[config.mk]
export PLATFORM = sky130hd
export DESIGN_NAME = periph_state_ctrl
export DESIGN_NICKNAME = d
export VERILOG_FILES = /design/src/rtl/psc_pkg.sv /design/src/rtl/psc_seq.sv /design/src/rtl/psc_bus_if.sv /design/src/rtl/psc_enables.sv /design/src/rtl/periph_state_ctrl.sv
export SDC_FILE = /design/constraint.sdc
export NUM_CORES = 1
export LEC_CHECK = 0
export ABC_AREA = 1
export BUFFER_PORTS_ARGS = -buffer_cell sky130_fd_sc_hd__buf_2
export CAP_MARGIN = 0
export CORE_MARGIN = 10
export CORE_UTILIZATION = 53
export CTS_CLUSTER_DIAMETER = 120
export DETAILED_ROUTE_END_ITERATION = 10
export PLACE_DENSITY = 0.9
export SYNTH_ARGS = -nofsm -noshare
export SYNTH_HDL_FRONTEND = slang
export SYNTH_SLANG_ARGS = --single-unit
[constraint.sdc]
create_clock -name clk -period 2.5 [get_ports clk]
set_input_delay 0 -clock clk [delete_from_list [all_inputs] [get_ports clk]]
set_output_delay 0 -clock clk [all_outputs]
set_load 0.01 [all_outputs]
[src/rtl/psc_pkg.sv]
package psc_pkg;
  typedef enum logic [1:0] {
    PSC_RESET = 2'd0,
    PSC_RUN   = 2'd1,
    PSC_CLEAR = 2'd2,
    PSC_PAUSE = 2'd3
  } psc_code_e;

  localparam int unsigned ADDR_STATE = 0;
  localparam int unsigned ADDR_CFG   = 1;
  localparam int unsigned ADDR_SWRST = 2;
endpackage

[src/rtl/psc_seq.sv]
module psc_seq
  import psc_pkg::*;
#(
  parameter int unsigned BUSY_CYC = 4
) (
  input  logic       clk,
  input  logic       rst_n,
  input  logic       st_wr,
  input  logic [1:0] wr_code,
  input  logic       swrst,
  output logic [1:0] state_o,
  output logic       valid_o,
  output logic       err_o,
  output logic       enter_rst_o
);
  localparam int unsigned CW = $clog2(BUSY_CYC + 1);
  localparam logic [CW-1:0] BUSY = CW'(BUSY_CYC);

  psc_code_e     state_q, state_d, pend_q, pend_d;
  logic [CW-1:0] cnt_q, cnt_d;
  logic          arm_q, arm_d, err_q, err_d;
  logic          idle;

  assign idle = (cnt_q == '0);

  always_comb begin
    state_d = state_q;
    pend_d  = pend_q;
    cnt_d   = cnt_q;
    arm_d   = arm_q;
    err_d   = err_q;
    if (swrst) begin
      state_d = PSC_RESET;
      cnt_d   = '0;
      arm_d   = 1'b0;
      err_d   = 1'b0;
    end else if (!idle) begin
      cnt_d = cnt_q - 1'b1;
      if (cnt_q == CW'(1)) state_d = pend_q;
      if (st_wr) err_d = 1'b1;
    end else if (st_wr) begin
      arm_d = 1'b0;
      unique case (psc_code_e'(wr_code))
        PSC_CLEAR: begin
          if (state_q == PSC_PAUSE) begin
            if (arm_q) begin
              pend_d = PSC_RESET;
              cnt_d  = BUSY;
            end else begin
              arm_d = 1'b1;
            end
          end
        end
        PSC_RESET: begin
          if (state_q != PSC_PAUSE) begin
            pend_d = PSC_RESET;
            cnt_d  = BUSY;
          end
        end
        default: begin
          pend_d = psc_code_e'(wr_code);
          cnt_d  = BUSY;
        end
      endcase
    end
  end

  always_ff @(posedge clk or negedge rst_n) begin
    if (!rst_n) begin
      state_q <= PSC_RESET;
      pend_q  <= PSC_RESET;
      cnt_q   <= '0;
      arm_q   <= 1'b0;
      err_q   <= 1'b0;
    end else begin
      state_q <= state_d;
      pend_q  <= pend_d;
      cnt_q   <= cnt_d;
      arm_q   <= arm_d;
      err_q   <= err_d;
    end
  end

  assign state_o     = state_q;
  assign valid_o     = idle;
  assign err_o       = err_q;
  assign enter_rst_o = swrst || ((state_d == PSC_RESET) && (state_q != PSC_RESET));

  // accepted run/pause request makes the block busy next cycle
  a_r3_busy_start: assert property (@(posedge clk) disable iff (!rst_n)
    (st_wr && idle && (wr_code == PSC_RUN || wr_code == PSC_PAUSE)) |=> (cnt_q != '0));
  // state holds during the busy window
  a_r3_state_hold: assert property (@(posedge clk) disable iff (!rst_n)
    ((cnt_q > CW'(1)) && !swrst) |=> $stable(state_q));
  // write while busy sets the sticky error
  a_r4_err_set: assert property (@(posedge clk) disable iff (!rst_n)
    (st_wr && !idle && !swrst) |=> err_q);
  // first clear in pause keeps pause and valid
  a_r5_single_clear: assert property (@(posedge clk) disable iff (!rst_n)
    (st_wr && idle && wr_code == PSC_CLEAR && state_q == PSC_PAUSE && !arm_q)
      |=> (state_q == PSC_PAUSE && cnt_q == '0));
  // soft reset lands in reset, valid, error cleared
  a_r7_swrst: assert property (@(posedge clk) disable iff (!rst_n)
    swrst |=> (state_q == PSC_RESET && cnt_q == '0 && !err_q));
endmodule

[src/rtl/psc_bus_if.sv]
module psc_bus_if
  import psc_pkg::*;
#(
  parameter int unsigned AW    = 2,
  parameter int unsigned DW    = 16,
  parameter int unsigned CFG_W = 8
) (
  input  logic             clk,
  input  logic             rst_n,
  input  logic             bus_we,
  input  logic [AW-1:0]    bus_addr,
  input  logic [DW-1:0]    bus_wdata,
  output logic [DW-1:0]    bus_rdata,
  output logic             st_wr,
  output logic [1:0]       wr_code,
  output logic             swrst,
  input  logic [1:0]       state_i,
  input  logic             valid_i,
  input  logic             err_i,
  output logic [CFG_W-1:0] cfg_o
);
  localparam int unsigned UW = DW - 4;

  logic [UW-1:0]    ub_q, ub_d;
  logic [CFG_W-1:0] cfg_q, cfg_d;
  logic             cfg_wr, ub_en, cfg_en;

  assign st_wr   = bus_we && (bus_addr == AW'(ADDR_STATE));
  assign cfg_wr  = bus_we && (bus_addr == AW'(ADDR_CFG));
  assign swrst   = bus_we && (bus_addr == AW'(ADDR_SWRST)) && bus_wdata[0];
  assign wr_code = bus_wdata[1:0];

  assign ub_en  = st_wr && valid_i;
  assign cfg_en = cfg_wr || swrst;

  always_comb begin
    ub_d  = ub_en ? bus_wdata[DW-1:4] : ub_q;
    cfg_d = cfg_q;
    if (swrst)       cfg_d = '0;
    else if (cfg_wr) cfg_d = bus_wdata[CFG_W-1:0];
  end

  always_ff @(posedge clk or negedge rst_n) begin
    if (!rst_n) begin
      ub_q  <= '0;
      cfg_q <= '0;
    end else begin
      if (ub_en)  ub_q  <= ub_d;
      if (cfg_en) cfg_q <= cfg_d;
    end
  end

  always_comb begin
    bus_rdata = '0;
    if (bus_addr == AW'(ADDR_STATE))    bus_rdata = {ub_q, err_i, valid_i, state_i};
    else if (bus_addr == AW'(ADDR_CFG)) bus_rdata = {{(DW-CFG_W){1'b0}}, cfg_q};
  end

  assign cfg_o = cfg_q;

  // accepted write captures the user bits
  a_r2_user_bits: assert property (@(posedge clk) disable iff (!rst_n)
    (st_wr && valid_i) |=> (ub_q == $past(bus_wdata[DW-1:4])));
  // configuration write is visible next cycle
  a_r10_cfg_write: assert property (@(posedge clk) disable iff (!rst_n)
    cfg_wr |=> (cfg_o == $past(bus_wdata[CFG_W-1:0])));
  // soft reset wipes the configuration
  a_r7_cfg_clear: assert property (@(posedge clk) disable iff (!rst_n)
    swrst |=> (cfg_o == '0));
endmodule

[src/rtl/psc_enables.sv]
module psc_enables
  import psc_pkg::*;
(
  input  logic       clk,
  input  logic       rst_n,
  input  logic [1:0] state_i,
  input  logic       valid_i,
  input  logic       enter_rst_i,
  output logic       shift_en,
  output logic       fifo_load_en,
  output logic       flush_pulse
);
  logic flush_q;

  always_ff @(posedge clk or negedge rst_n) begin
    if (!rst_n) flush_q <= 1'b0;
    else        flush_q <= enter_rst_i;
  end

  assign shift_en     = valid_i && (state_i == PSC_RUN);
  assign fifo_load_en = valid_i && ((state_i == PSC_RUN) || (state_i == PSC_PAUSE));
  assign flush_pulse  = flush_q;

  // a flush is only seen with reset committed and valid
  a_r8_flush_in_reset: assert property (@(posedge clk) disable iff (!rst_n)
    flush_q |-> (state_i == PSC_RESET && valid_i));
endmodule

[src/rtl/periph_state_ctrl.sv]
module periph_state_ctrl
  import psc_pkg::*;
#(
  parameter int unsigned AW       = 2,
  parameter int unsigned DW       = 16,
  parameter int unsigned CFG_W    = 8,
  parameter int unsigned BUSY_CYC = 4
) (
  input  logic             clk,
  input  logic             rst_n,
  input  logic             bus_we,
  input  logic [AW-1:0]    bus_addr,
  input  logic [DW-1:0]    bus_wdata,
  output logic [DW-1:0]    bus_rdata,
  output logic             shift_en,
  output logic             fifo_load_en,
  output logic             flush_pulse,
  output logic [CFG_W-1:0] cfg_out,
  output logic [1:0]       core_state,
  output logic             state_valid
);
  logic rst_meta, rst_sync;
  logic st_wr, swrst, err, enter_rst;
  logic [1:0] wr_code;

  always_ff @(posedge clk or negedge rst_n) begin
    if (!rst_n) begin
      rst_meta <= 1'b0;
      rst_sync <= 1'b0;
    end else begin
      rst_meta <= 1'b1;
      rst_sync <= rst_meta;
    end
  end

  psc_bus_if #(.AW(AW), .DW(DW), .CFG_W(CFG_W)) u_bus (
    .clk(clk), .rst_n(rst_sync), .bus_we(bus_we), .bus_addr(bus_addr),
    .bus_wdata(bus_wdata), .bus_rdata(bus_rdata), .st_wr(st_wr),
    .wr_code(wr_code), .swrst(swrst), .state_i(core_state),
    .valid_i(state_valid), .err_i(err), .cfg_o(cfg_out)
  );

  psc_seq #(.BUSY_CYC(BUSY_CYC)) u_seq (
    .clk(clk), .rst_n(rst_sync), .st_wr(st_wr), .wr_code(wr_code),
    .swrst(swrst), .state_o(core_state), .valid_o(state_valid),
    .err_o(err), .enter_rst_o(enter_rst)
  );

  psc_enables u_en (
    .clk(clk), .rst_n(rst_sync), .state_i(core_state), .valid_i(state_valid),
    .enter_rst_i(enter_rst), .shift_en(shift_en), .fifo_load_en(fifo_load_en),
    .flush_pulse(flush_pulse)
  );
endmodule

# After elaboration in Yosys (flattened, before gate mapping)

Index checks and enable logic that the tools add are counted.

Flip-flop bits (word level): 32
Input bits: 21
Output and inout bits: 30
Logic and storage cells: 78

Add/sub/neg operators: 1
Equality and inequality tests: 15
Multiplexer cells: 27
Bitwise operators: 1
Reductions and logical operators: 24

Operators with widths:

| operator                                               | count |
|---|---|
| two-way mux 8 bit                                      | 3 |
| two-way mux 3 bit                                      | 6 |
| two-way mux 16 bit                                     | 1 |
| two-way mux 2 bit                                      | 6 |
| two-way mux 1 bit                                      | 9 |
| logical AND 1 bit                                      | 8 |
| inequality test 4 x 3 -> 1 bit (second input constant) | 2 |
| nonzero test 2 bit                                     | 4 |
| == test 2 bit (second input constant)                  | 3 |
| zero test 2 bit                                        | 3 |
| inequality test 2 x 1 -> 1 bit (second input constant) | 3 |
| case mux 3 bit (2 select lines)                        | 1 |
| AND reduction 2 bit                                    | 3 |
| AND reduction 6 bit                                    | 1 |
| == test 2 x 1 -> 1 bit (second input constant)         | 2 |
| inequality test 2 bit (second input constant)          | 2 |
| inequality test 4 bit (second input constant)          | 1 |
| case mux 2 bit (2 select lines)                        | 1 |
| AND reduction 4 bit                                    | 1 |
| == test 3 x 1 -> 1 bit (second input constant)         | 1 |
| zero test 3 bit                                        | 1 |
| logical OR 1 bit                                       | 3 |
| inequality test 3 x 1 -> 1 bit (second input constant) | 1 |
| subtractor 3 x 1 -> 3 bit (second input constant)      | 1 |
| NOT 1 bit                                              | 1 |

# Depth between registers and ports, before layout

Depth after elaboration: 7
Mapped depth: 7
Depth with buffers taken out: 7

# Hierarchy

Synthesis repeated with hierarchy kept, for this count alone.

Cells, all modules: 215
Area total of the unflattened synthesis: 1649.1 µm²

By module, submodules not included:

| module            | instances | cells each | area each (µm²) | sequential area each (µm²) |
|---|---|---|---|---|
| psc_bus_if        | 1         | 142        | 1071.0          | 500.5 |
| psc_seq           | 1         | 66         | 485.5           | 225.2 |
| periph_state_ctrl | 1         | 3          | 53.8            | 50.0 |
| psc_enables       | 1         | 4          | 38.8            | 25.0 |

# Worst setup path before layout

OpenSTA, ideal clock, no wires.

Kind: register -> register
Start: register u_seq.cnt_q[1]
End: register u_bus.ub_q[0]
Setup time: 117 ps
Data arrival time: 1038 ps
Data required time: 2383 ps
Path slack: 1344 ps
Stages on the path, launching flop included: 7
Path buffers: 0
Period minus slack after synthesis: 1156 ps
Cell sequence: dfrtp_1 -> nor2_4 -> nand2_4 -> nor2_8 -> inv_2 -> nand2_1 -> o21ai_2

Cells in the longest elaborated chain, start to end: 2

Ends and longest elaborated chain:

| what                   | line             | text |
|---|---|---|
| from (decl)            | psc_seq.sv:20    | `logic [CW-1:0] cnt_q, cnt_d;` |
| from (signal assigned) | psc_seq.sv:78    | `cnt_q <= cnt_d;` |
| zero test 3 bit        | psc_seq.sv:24    | `assign idle = (cnt_q == '0);` |
| logical AND 1 bit      | psc_bus_if.sv:33 | `assign ub_en = st_wr && valid_i;` |
| to (signal assigned)   | psc_bus_if.sv:48 | `if (ub_en) ub_q <= ub_d;` |
| to (decl)              | psc_bus_if.sv:24 | `logic [UW-1:0] ub_q, ub_d;` |

Every way passes these cells.
A chain may end at the register's enable or synchronous reset.

# Final worst setup path

Start: register u_seq.cnt_q[1]
End: output shift_en

Cells in the longest elaborated chain, start to end: 2

Ends and longest elaborated chain:

| what              | line                    | text |
|---|---|---|
| zero test 3 bit   | psc_seq.sv:24           |  |
| logical AND 1 bit | psc_enables.sv:20       | `assign shift_en = valid_i && (state_i == PSC_RUN);` |
| to (decl)         | periph_state_ctrl.sv:15 | `output logic shift_en,` |

Every way passes these cells.

==> flow_summary_export.csv <==
group,metric,value,unit
status,status,"complete, no violations",
synthesis,synth_cell_types,25,
floorplan,core,2730,um^2
hold_path,holdPathStages,3,
placement,dp.cells,254,
detailed_routing,vias_per_cell,5.11,
synthesis,synth.top_cells.by_area,"dfrtp_1 53%, nand2_1 9.2%, inv_1 8.2%, o21ai_0 4.3%, o22ai_1 3.7%",
clocking,clock_sinks,32,
worst_setup_path,cpMaxStageDelayCell,"dfrtp_1",
synthesis,synthAdderAreaFrac,0,%
power_and_ir_drop,p_clk_share,20.2,%
detailed_routing,via_count,1430,
power_and_ir_drop,p_int,1.18,mW
cells_and_area,antennaDiodeCount,0,
sta,tns,0,ns
grt,grt.overflow.total,0,
detailed_routing,wl_met2,2.11,mm
floorplan,die-area,5390,um^2
worst_setup_path,r2r_cells,6,
grt,grt_usage,15.5,%
placement,gp_congestion,0.910,
detailed_routing,highest_layer,"met4",
detailed_routing,met1_length,1.49,mm
grt,antenna_found_initial,0,
power_and_ir_drop,total_power,1.86,mW
worst_setup_path,start_kind,"flop",
detailed_routing,met3_length,335,um
cells_and_area,multiInputGateArea,564,um^2
synthesis,yosysMostFrequentCell,"nand2_1",
sta,hold_viol,0,
synthesis,synth_nets,195,
placement,port-buffer-count,50,
worst_setup_path,path_cells,"nor2_4 -> nand2_4 -> nor3_1 -> buf_2",
cells_and_area,drive_gt1_share,29.3,%
cells_and_area,final_nets,269,
clocking,clock_path_buffers,2,
synthesis,synth-edff-count,0,
floorplan,die_w,73.4,um
placement,post-place-ws,1.13,ns
clocking,numCtsBuffers,5,
cells_and_area,register_area,801,um^2
floorplan,ios,51,
clocking,clk_pin_slew,0.09,ns
sta,max_freq,703,MHz
floorplan,die_h,73.4,um
power_and_ir_drop,pwr-share-comb,37.0,%
worst_setup_path,cpPeakStageDelay,0.42,ns
placement,hpwl,2.91,mm
floorplan,start_util,55.3,%
synthesis,syn_avg_cell_area,8.69,um^2
cells_and_area,syn2layout_area_growth,35.2,%
detailed_routing,drc,0,
synthesis,async_reset_ff_share,100,%
hold_path,min_from,"bus_we",
worst_setup_path,cp_data_arrival_time,1.42,ns
worst_setup_path,end_kind,"primary output",
synthesis,synth_top_family_by_area,"simple AND/OR/NAND/NOR gates",
detailed_routing,wl,4.05,mm
clocking,cts_tree,"built",
synthesis,muxShareOfSynthArea,0,%
synthesis,yosysSeqAreaShare,52.9,%
synthesis,synth_common_cells,"37 x nand2_1, 33 x inv_1, 32 x dfrtp_1, 13 x o21ai_0, 10 x nand3_1",
detailed_routing,postRouteAntennaNets,0,
cells_and_area,fillers,193,
sta,worst_pin_slew,0.777,ns
power_and_ir_drop,p_leak,1.12,nW
cells_and_area,design_area,2050,um^2
synthesis,synth-simple-area-share,25.1,%
hold_path,hold_class,"in -> reg",
sta,period_share,56.9,%
sta,setup_violations,0,
worst_setup_path,worstSetupPathType,"reg -> out",
hold_path,holdPathEnd,"u_bus.cfg_o[2]",
synthesis,synth_ff_type,"dfrtp_1",
power_and_ir_drop,power-per-cell-area,908,nW/um^2
power_and_ir_drop,seqPwrFrac,42.8,%
placement,postPlaceCellArea,1790,um^2
sta,max_slew_margin,48.2,%
worst_setup_path,cp.buffers_inverters,1,
synthesis,synth_top_area_share,52.9,%
synthesis,synth_compound_area_share,11.9,%
clocking,clk_latency,0.33,ns
worst_setup_path,crit_family,"simple AND/OR/NAND/NOR gates",
sta,setup_ws,1.08,ns
synthesis,synth_area_leader_cell,"dfrtp_1",
synthesis,netlist_instances,174,
clocking,cts_setup_buffers,0,
synthesis,ys_warn_count,0,
power_and_ir_drop,p_sw_share,36.7,%
synthesis,synth-seq-cells,32,
worst_setup_path,crit_required,2.50,ns
grt,grt_pass1_wl,6.50,mm
sta,min_period,1.42,ns
worst_setup_path,crit_path_max_fanout,7,
sta,rsz0062_at_grt,"no",
clocking,clock-root-buffer,"clkbuf_4",
worst_setup_path,reg2reg_from,"u_seq.cnt_q[1]",
sta,drv_slew,0,
detailed_routing,drtIter0Drc,100,
detailed_routing,first_pass_iters,4,
floorplan,row_count,19,
grt,grt_pass1_vias,1418,
power_and_ir_drop,power_switching,682,uW
power_and_ir_drop,peakVddDrop,0.730,mV
worst_setup_path,reg2reg_to,"u_bus.ub_q[2]",
detailed_routing,drt-wirelength-per-cell,14.4,um
synthesis,syn_area,1510,um^2
grt,grt_max_degree,21,
synthesis,synth-xor-area-share,0,%
sta,finClkSkew,0.0174,ns
cells_and_area,fin_cells,280,
clocking,htree_levels,2,
worst_setup_path,r2r_slack,1.13,ns
job,max-cap-violations,0,
-- worst reg2reg max path, stage by stage (launching register included) --
cell and delay, ns:
dfrtp_1 0.42, nor2_4 0.19, nand2_4 0.12, nor2_8 0.26, inv_2 0.14, nand2_1 0.09, o21ai_1 0.06
-- kinds of logic (layout without fill, tap and decap cells) --
family | after synthesis | after routing
AND/OR/NAND/NOR | 74 | 74
other | 1 | 1
buffers and inverters | 36 | 111
AO/OA/AOI/OAI | 31 | 31
flip-flops | 32 | 32
-- placed cells by master, fill, tap and decap left out, types with 4 or more instances in the layout --
cell	instances
buf_2	50
nand2_1	37
inv_1	33
dfrtp_1	32
dlygate4sd3_1	18
o21ai_0	13
nand3_1	10
nor2_1	9
o22ai_1	9
clkbuf_4	5
nor2_4	4
-- final cells by class --
class                           instances  share of cell area, %
Sequential cell                        32                   39.1
Tap cell                               31                   1.90
Clock inverter                          2                   1.71
Timing Repair Buffer                   69                   21.4
Multi-Input combinational cell        106                   27.6
Clock buffer                            6                   2.02
Inverter                               34                   6.24
-- routing by layer --
layer / GRT usage, % / vias up
met5: 0 / -
met4: 7.66 / 0
met3: 4.58 / 13
met2: 27.1 / 52
met1: 16.4 / 668
li1: - / 697
-- power groups by stage --
stage / logic (mW) / clock network [mW] / registers, mW
floorplan: 0.427 / 0 / 0.811
global placement: 0.648 / 0 / 0.797
detailed placement: 0.665 / 0 / 0.805
CTS: 0.693 / 0.382 / 0.794
global route: 0.776 / 0.406 / 0.818
finish: 0.687 / 0.376 / 0.795
-- state kept, by name, summed over array words and instances (netlist names) --
signal,flops
u_bus.cfg_o,8
u_seq.arm_q,1
u_seq.err_o,1
u_seq.state_o,2
u_seq.cnt_q,3
u_en.flush_pulse,1
rst_sync,1
u_seq.pend_q,2
rst_meta,1
u_bus.ub_q,12
-- through the flow --
step	hold slack (ns)	util, %
6_report	0.0480	74.8
5_1_grt	0.0758	74.8
4_1_cts	0.0262	74.8
3_5_place_dp	-0.212	65.4
3_3_place_gp	-0.214	65.4
2_1_floorplan	-0.296	-
-- what timing repair did --
action / CTS / global route
resized for setup: 0 / 0
endpoints found under the hold margin: 22 / 0
hold buffers: 18 / 0
-- how the worst max path moves through the flow --
| stage | start | cells after the start | endpoint | slack [ns] |
|---|---|---|---|---|
| global route | u_seq.cnt_q[1] | 4 | shift_en | 0.99 |
| detailed placement | u_seq.cnt_q[1] | 6 | u_bus.ub_q[2] | 1.13 |
| CTS | u_seq.cnt_q[1] | 4 | shift_en | 1.07 |
| global placement | u_seq.cnt_q[1] | 6 | u_bus.ub_q[0] | 1.22 |
| finish | u_seq.cnt_q[1] | 4 | shift_en | 1.08 |
| floorplan | u_seq.cnt_q[1] | 6 | u_bus.ub_q[0] | 1.34 |
Note: power is estimated with default switching activity, not from simulation.
